===== src/rtl/bank_pkg.sv =====
// Shared constants and types for the mode-banked register file.
// Assumes the architectural layout: 16 logical registers, one 7-entry
// fast-interrupt bank and four 2-entry banks for the other privileged modes.
package bank_pkg;
    localparam int LREGS      = 16;
    localparam int IDX_W      = $clog2(LREGS);
    localparam int MODE_W     = 5;
    localparam int FIQ_LO     = 8;
    localparam int SHORT_LO   = 13;
    localparam int BANK_HI    = 14;
    localparam int PC_IDX     = 15;
    localparam int FIQ_CNT    = BANK_HI - FIQ_LO + 1;
    localparam int SHORT_CNT  = BANK_HI - SHORT_LO + 1;
    localparam int SHORT_MODES = 4;
    localparam int FIQ_BASE   = LREGS;
    localparam int SHORT_BASE = FIQ_BASE + FIQ_CNT;
    localparam int PHYS       = SHORT_BASE + SHORT_MODES * SHORT_CNT;
    localparam int PHYS_W     = $clog2(PHYS);

    localparam logic [MODE_W-1:0] MD_USER  = 5'b10000;
    localparam logic [MODE_W-1:0] MD_FAST  = 5'b10001;
    localparam logic [MODE_W-1:0] MD_INTR  = 5'b10010;
    localparam logic [MODE_W-1:0] MD_SUPV  = 5'b10011;
    localparam logic [MODE_W-1:0] MD_ABRT  = 5'b10111;
    localparam logic [MODE_W-1:0] MD_UNDF  = 5'b11011;
    localparam logic [MODE_W-1:0] MD_SYST  = 5'b11111;

    // Register view; the short-bank views are ordered to index their slot.
    typedef enum logic [2:0] {
        VW_USER = 3'd0,
        VW_FAST = 3'd1,
        VW_INTR = 3'd2,
        VW_SUPV = 3'd3,
        VW_ABRT = 3'd4,
        VW_UNDF = 3'd5
    } view_e;
endpackage


===== src/rtl/rf_view_sel.sv =====
// Turns the mode code and the override controls into the register view used
// by all ports, and raises the status-restore flag.
// Assumes mode codes outside the named set act as the user view.
module rf_view_sel
    import bank_pkg::*;
(
    input  logic              clk,
    input  logic              rst_n,
    input  logic [MODE_W-1:0] mode,
    input  logic              usr_bank,
    input  logic              pc_load,
    output view_e             view,
    output logic              restore_status
);
    view_e mode_view;

    // Decode the raw mode code into its own view.
    always_comb begin
        unique case (mode)
            MD_FAST: mode_view = VW_FAST;
            MD_INTR: mode_view = VW_INTR;
            MD_SUPV: mode_view = VW_SUPV;
            MD_ABRT: mode_view = VW_ABRT;
            MD_UNDF: mode_view = VW_UNDF;
            default: mode_view = VW_USER;
        endcase
    end

    // Apply the override unless the transfer reloads register 15.
    always_comb begin
        restore_status = usr_bank & pc_load;
        if (usr_bank && !pc_load)
            view = VW_USER;
        else
            view = mode_view;
    end

    AST_OVR_USER_VIEW: assert property (@(posedge clk) disable iff (!rst_n)
        (usr_bank && !pc_load) |-> (view == VW_USER));
    AST_RESTORE_KEEPS_MODE: assert property (@(posedge clk) disable iff (!rst_n)
        restore_status |-> (view == mode_view));
    AST_SYSTEM_IS_USER: assert property (@(posedge clk) disable iff (!rst_n)
        (mode == MD_SYST) |-> (view == VW_USER));
endmodule


===== src/rtl/rf_phys_map.sv =====
// Maps one logical register number to its physical entry for a given view.
// Assumes the view already includes the override decision.
module rf_phys_map
    import bank_pkg::*;
(
    input  logic              clk,
    input  logic              rst_n,
    input  view_e             view,
    input  logic [IDX_W-1:0]  lidx,
    output logic [PHYS_W-1:0] pidx
);
    logic in_fast_range;
    logic in_short_range;
    logic short_view;
    int   slot;

    // Classify the register number against the banked ranges.
    always_comb begin
        in_fast_range  = (int'(lidx) >= FIQ_LO)   && (int'(lidx) <= BANK_HI);
        in_short_range = (int'(lidx) >= SHORT_LO) && (int'(lidx) <= BANK_HI);
        short_view     = (view == VW_INTR) || (view == VW_SUPV) ||
                         (view == VW_ABRT) || (view == VW_UNDF);
        slot           = int'(view) - int'(VW_INTR);
    end

    // Pick the physical entry: fast bank, short bank slot or the base copy.
    always_comb begin
        if (view == VW_FAST && in_fast_range)
            pidx = PHYS_W'(FIQ_BASE + int'(lidx) - FIQ_LO);
        else if (short_view && in_short_range)
            pidx = PHYS_W'(SHORT_BASE + slot * SHORT_CNT + int'(lidx) - SHORT_LO);
        else
            pidx = PHYS_W'(lidx);
    end

    AST_LOW_REGS_DIRECT: assert property (@(posedge clk) disable iff (!rst_n)
        (int'(lidx) < FIQ_LO) |-> (pidx == PHYS_W'(lidx)));
    AST_PC_DIRECT: assert property (@(posedge clk) disable iff (!rst_n)
        (int'(lidx) == PC_IDX) |-> (pidx == PHYS_W'(PC_IDX)));
    AST_USER_BASE_ONLY: assert property (@(posedge clk) disable iff (!rst_n)
        (view == VW_USER) |-> (int'(pidx) < LREGS));
    AST_FAST_PRIVATE: assert property (@(posedge clk) disable iff (!rst_n)
        (view == VW_FAST && in_fast_range) |-> (int'(pidx) >= FIQ_BASE && int'(pidx) < SHORT_BASE));
endmodule


===== src/rtl/rf_store.sv =====
// Physical register array: one write port, two combinational read ports.
// Assumes physical indices are already resolved; reads see pre-edge values.
module rf_store #(
    parameter int DATA_W = 32,
    parameter int DEPTH  = 31,
    localparam int AW    = $clog2(DEPTH)
) (
    input  logic              clk,
    input  logic              rst_n,
    input  logic              wr_en,
    input  logic [AW-1:0]     wr_addr,
    input  logic [DATA_W-1:0] wr_data,
    input  logic [AW-1:0]     ra_addr,
    output logic [DATA_W-1:0] ra_data,
    input  logic [AW-1:0]     rb_addr,
    output logic [DATA_W-1:0] rb_data
);
    logic [DATA_W-1:0] regs [DEPTH];

    generate
        for (genvar e = 0; e < DEPTH; e++) begin : g_entry
            // Clear on reset, otherwise load when this entry is addressed.
            always_ff @(posedge clk) begin
                if (!rst_n)
                    regs[e] <= '0;
                else if (wr_en && (int'(wr_addr) == e))
                    regs[e] <= wr_data;
            end
        end
    endgenerate

    // Read both ports straight from the array.
    always_comb begin
        ra_data = (int'(ra_addr) < DEPTH) ? regs[ra_addr] : '0;
        rb_data = (int'(rb_addr) < DEPTH) ? regs[rb_addr] : '0;
    end

    AST_WRITE_LANDS: assert property (@(posedge clk) disable iff (!rst_n)
        wr_en |=> (regs[$past(wr_addr)] == $past(wr_data)));
    AST_READ_A_STABLE_NO_WRITE: assert property (@(posedge clk) disable iff (!rst_n)
        (!wr_en && $stable(ra_addr)) |=> $stable(ra_data));
endmodule


===== src/rtl/banked_regfile.sv =====
// Top of the mode-banked register file. Resolves one write and two read
// register numbers through the current mode view into the physical array.
// Assumes the mode, override and transfer controls are stable within a cycle.
module banked_regfile
    import bank_pkg::*;
#(
    parameter int DATA_W = 32
) (
    input  logic              clk,
    input  logic              rst_n,
    input  logic [4:0]        mode,
    input  logic              usr_bank,
    input  logic              pc_load,
    input  logic [3:0]        rd_a_idx,
    output logic [DATA_W-1:0] rd_a_data,
    input  logic [3:0]        rd_b_idx,
    output logic [DATA_W-1:0] rd_b_data,
    input  logic              wr_en,
    input  logic [3:0]        wr_idx,
    input  logic [DATA_W-1:0] wr_data,
    output logic              restore_status
);
    localparam int NPORTS = 3;

    view_e             view;
    logic [IDX_W-1:0]  lidx [NPORTS];
    logic [PHYS_W-1:0] pidx [NPORTS];

    rf_view_sel i_view (
        .clk            (clk),
        .rst_n          (rst_n),
        .mode           (mode),
        .usr_bank       (usr_bank),
        .pc_load        (pc_load),
        .view           (view),
        .restore_status (restore_status)
    );

    // Gather the port register numbers: write, read A, read B.
    always_comb begin
        lidx[0] = wr_idx;
        lidx[1] = rd_a_idx;
        lidx[2] = rd_b_idx;
    end

    generate
        for (genvar p = 0; p < NPORTS; p++) begin : g_map
            rf_phys_map i_map (
                .clk   (clk),
                .rst_n (rst_n),
                .view  (view),
                .lidx  (lidx[p]),
                .pidx  (pidx[p])
            );
        end
    endgenerate

    rf_store #(
        .DATA_W (DATA_W),
        .DEPTH  (PHYS)
    ) i_store (
        .clk     (clk),
        .rst_n   (rst_n),
        .wr_en   (wr_en),
        .wr_addr (pidx[0]),
        .wr_data (wr_data),
        .ra_addr (pidx[1]),
        .ra_data (rd_a_data),
        .rb_addr (pidx[2]),
        .rb_data (rd_b_data)
    );

    AST_RESTORE_FLAG: assert property (@(posedge clk) disable iff (!rst_n)
        restore_status |-> (usr_bank && pc_load));
    AST_SAME_IDX_SAME_DATA: assert property (@(posedge clk) disable iff (!rst_n)
        (rd_a_idx == rd_b_idx) |-> (rd_a_data == rd_b_data));
endmodule


===== config.mk =====
export PLATFORM = sky130hd
export DESIGN_NAME = banked_regfile
export DESIGN_NICKNAME = d
export VERILOG_FILES = /design/src/rtl/bank_pkg.sv /design/src/rtl/rf_view_sel.sv /design/src/rtl/rf_phys_map.sv /design/src/rtl/rf_store.sv /design/src/rtl/banked_regfile.sv
export SDC_FILE = /design/constraint.sdc
export NUM_CORES = 2
export LEC_CHECK = 0
export BUFFER_PORTS_ARGS = -buffer_cell sky130_fd_sc_hd__buf_2
export CAP_MARGIN = 20
export CORE_AREA = 2 2 427 429
export CTS_CLUSTER_SIZE = 16
export DETAILED_ROUTE_END_ITERATION = 10
export DIE_AREA = 0 0 429 431
export PLACE_DENSITY = 0.55
export SLEW_MARGIN = 30
export SYNTH_ARGS = -nofsm -noshare
export SYNTH_HDL_FRONTEND = slang
export SYNTH_SLANG_ARGS = --single-unit

===== constraint.sdc =====
create_clock -name clk -period 8.28 [get_ports clk]
set_input_delay 1.242 -clock clk [delete_from_list [all_inputs] [get_ports clk]]
set_output_delay 1.242 -clock clk [all_outputs]
set_load 0.01 [all_outputs]

==> flow_summary.toml <==
[run_status]
run_status = "finished, final reports clean"

[detailed_routing]
viasPerCell = 5.84
vias = 44300
detail-route-antenna-nets = 0
drc_errors = 0
routed_wl_mm = 239
dr.pass1.iters = 7
drt_iter0_drc = 6015
wl_per_cell_um = 31.5

[worst_setup_path]
path_delay_family = "simple AND/OR/NAND/NOR gates"
required_ns = 7.04
cpMostUsedCell = "nor2_1"
worstSetupEndpointType = "output port"
slowest_stage = "o41ai_1"
start_kind = "input pin"
worst-path-stages = 19
max_stage_delay_ns = 0.68
critPathArrivalTime_ns = 6.34
path_cells = "buf_2 -> nor2b_1 -> nor2_1 -> nand2_1 -> ha_1 -> xor2_1 -> ha_1 -> inv_1 -> fa_1 -> xnor2_1 -> nor2_1 -> nor4_1 -> nor2_1 -> and2_2 -> buf_4 -> a32oi_1 -> nand2_1 -> o41ai_1 -> buf_2"
cp_max_fo = 14
crit_type = "in2out"
cp_num_buf_inv = 4

[synthesis]
syn_nets = 5237
ys.flop_type = "edfxtp_1"
syn-cell-area_um2 = 53800
syn_area_per_cell_um2 = 10.4
synth_edf_count = 992
yosys.area.top_type_share_pct = 55.3
seq_area_frac_synth_pct = 55.3
yosys_warnings = 0
synth_top_area_cell = "edfxtp_1"
netlist_instances = 5169
synthArstFlopShare_pct = 0
ys_types = 69
ys_seq_elements = 992
synthTopCellsByArea = "edfxtp_1 55%, and2_1 10%, nand2_1 7.8%"

[sta]
max_slew_margin_pct = 27.6
min_period_ns = 7.59
setup_tns_ns = 0
fin_hold_ws_ns = 1.09
hold_viol_final = 0
max_clock_freq_mhz = 132
layout_setup_ws_ns = 0.695
post-route-period-util_pct = 91.6
maxSlewViolCount = 0
worst_slew_pin_slew_ns = 1.08
grt_setup_unrepaired = "no"
setup_viol = 0

[hold_path]
min_from = "wr_data[27]"
hold_depth = 2
min_path_type = "in2reg"
holdPathEnd = "i_store.regs[0][27]"

[global_routing]
grt_usage_pct = 25.1
grt_pass1_vias = 43400
grt_antenna_before_repair = 19
grt_pass1_wl_mm = 331
grt_max_degree = 128
grt_overflow = 0

[layout]
mostFrequentLayoutCell = "nand2_1"
final_cells = 7590
multiInputGateArea_um2 = 22900
drive_above_1_share_pct = 13.7
stdcell_area_um2 = 62200
seq_area_um2 = 29800
nFillCells = 17800
layout_common_cells = "1110 x nand2_1, 992 x edfxtp_1, 867 x and2_1"
largest_reg_flops = 992
num-nets-final = 5191
largest_register = "i_store.regs"
top_regs = "i_store.regs x992"
syn2layout_area_growth_pct = 15.5

[die]
fp.coreArea_um2 = 180000
dieArea_um2 = 185000
io_pins = 119
die_x_um = 429
fp.dieH_um = 431
start_util_pct = 29.9
rows = 156

[placement]
dpl.hpwl_mm = 147
place.gp.congestion = 0.915
dp_slack_ns = 0.645
numPortBuffers = 118
placed_area_um2 = 58600
placed_cells = 7382

[cts]
clock_path_buffers = 3
path_clk_slew_ns = 0.07
htree_levels = 3
ctsResizeCount = 0
cts_root_buf = "clkbuf_16"
numCtsBuffers = 107
cts_tree = "built"
cts_sinks = 992
ctsHoldBuffers = 0
post-cts-setup-buffers = 0

[job]
drv_cap = 0

[power_and_ir_drop]
p_leak_nw = 22.2
power.density_nw_per_um2 = 205
ir_drop_mv = 0.162
-- cell usage after synthesis, types with 6 or more instances --
master and number:
nand2_1 1122, edfxtp_1 992, and2_1 870, clkbuf_1 392, o22ai_1 281, nand3_1 230, mux2i_1 204, nor2_1 174
a21oi_1 161, o21ai_0 123, nand4_1 75, mux4_2 66, a31oi_1 63, buf_2 52, o211ai_1 37, nor4_1 33
a211oi_1 31, o41ai_1 31, a32oi_1 30, a2111oi_2 29, mux2_4 21, buf_1 15, inv_1 14, ha_1 11
mux2_2 11, buf_4 8, xor2_1 7, mux2_1 6, nor3_1 6
-- final cells by class --
| class | count | share of cell area [%] |
|---|---|---|
| multi-input combinational | 3691 | 36.8 |
| tap | 2370 | 4.77 |
| clock inverter | 78 | 1.27 |
| antenna | 5 | 0.0201 |
| clock buffer | 123 | 4.44 |
| timing repair buffer | 317 | 4.71 |
| inverter | 14 | 0.0845 |
| sequential | 992 | 47.9 |
-- report_power, final --
group	switching (mW)	total, mW	leakage [nW]	internal (mW)
clock	2.19	5.01	1.75	2.83
combinational	1.24	1.78	11.0	0.542
sequential	0.156	5.97	9.46	5.81
total	3.58	12.8	22.2	9.18
-- stage by stage --
stage / power, mW / util [%]
2_1_floorplan: 6.95 / -
3_3_place_gp: 7.76 / 32.2
3_5_place_dp: 7.80 / 32.5
4_1_cts: 12.7 / 34.5
5_1_grt: 13.1 / 34.5
6_report: 12.8 / 34.5
-- cell families (layout without fill, tap and decap cells) --
logic type      after synthesis  in the layout  synth area share (%)
other cells                   0              5                     0
buf+inv                     486            532                  3.63
xor+xnor                     10             10                 0.163
mux                         308            308                  7.49
simple gates               2541           2541                  23.0
flops                       992            992                  55.3
fa+ha+maj                    14             14                 0.367
compound gates              818            818                  10.0
-- layer usage --
layer | vias to the layer above | wire, µm | track usage [%] | part of all wire (%)
li1 | 18500 | - | - | -
met1 | 21800 | 85000 | 29.3 | 36
met2 | 3075 | 112000 | 41.2 | 47
met3 | 890 | 24100 | 5.62 | 10
met4 | 8 | 18200 | 17.0 | 7.6
met5 | - | 54 | 0 | 0.023
-- worst max path at each step --
stage               startpoint                   to
CTS                   usr_bank        rd_b_data[14]
global route          usr_bank        rd_b_data[14]
finish                usr_bank        rd_b_data[14]
detailed placement    usr_bank        rd_b_data[14]
global placement      usr_bank        rd_b_data[14]
floorplan             usr_bank  i_store.regs[19][0]
Power figures use the tool's default switching activity.
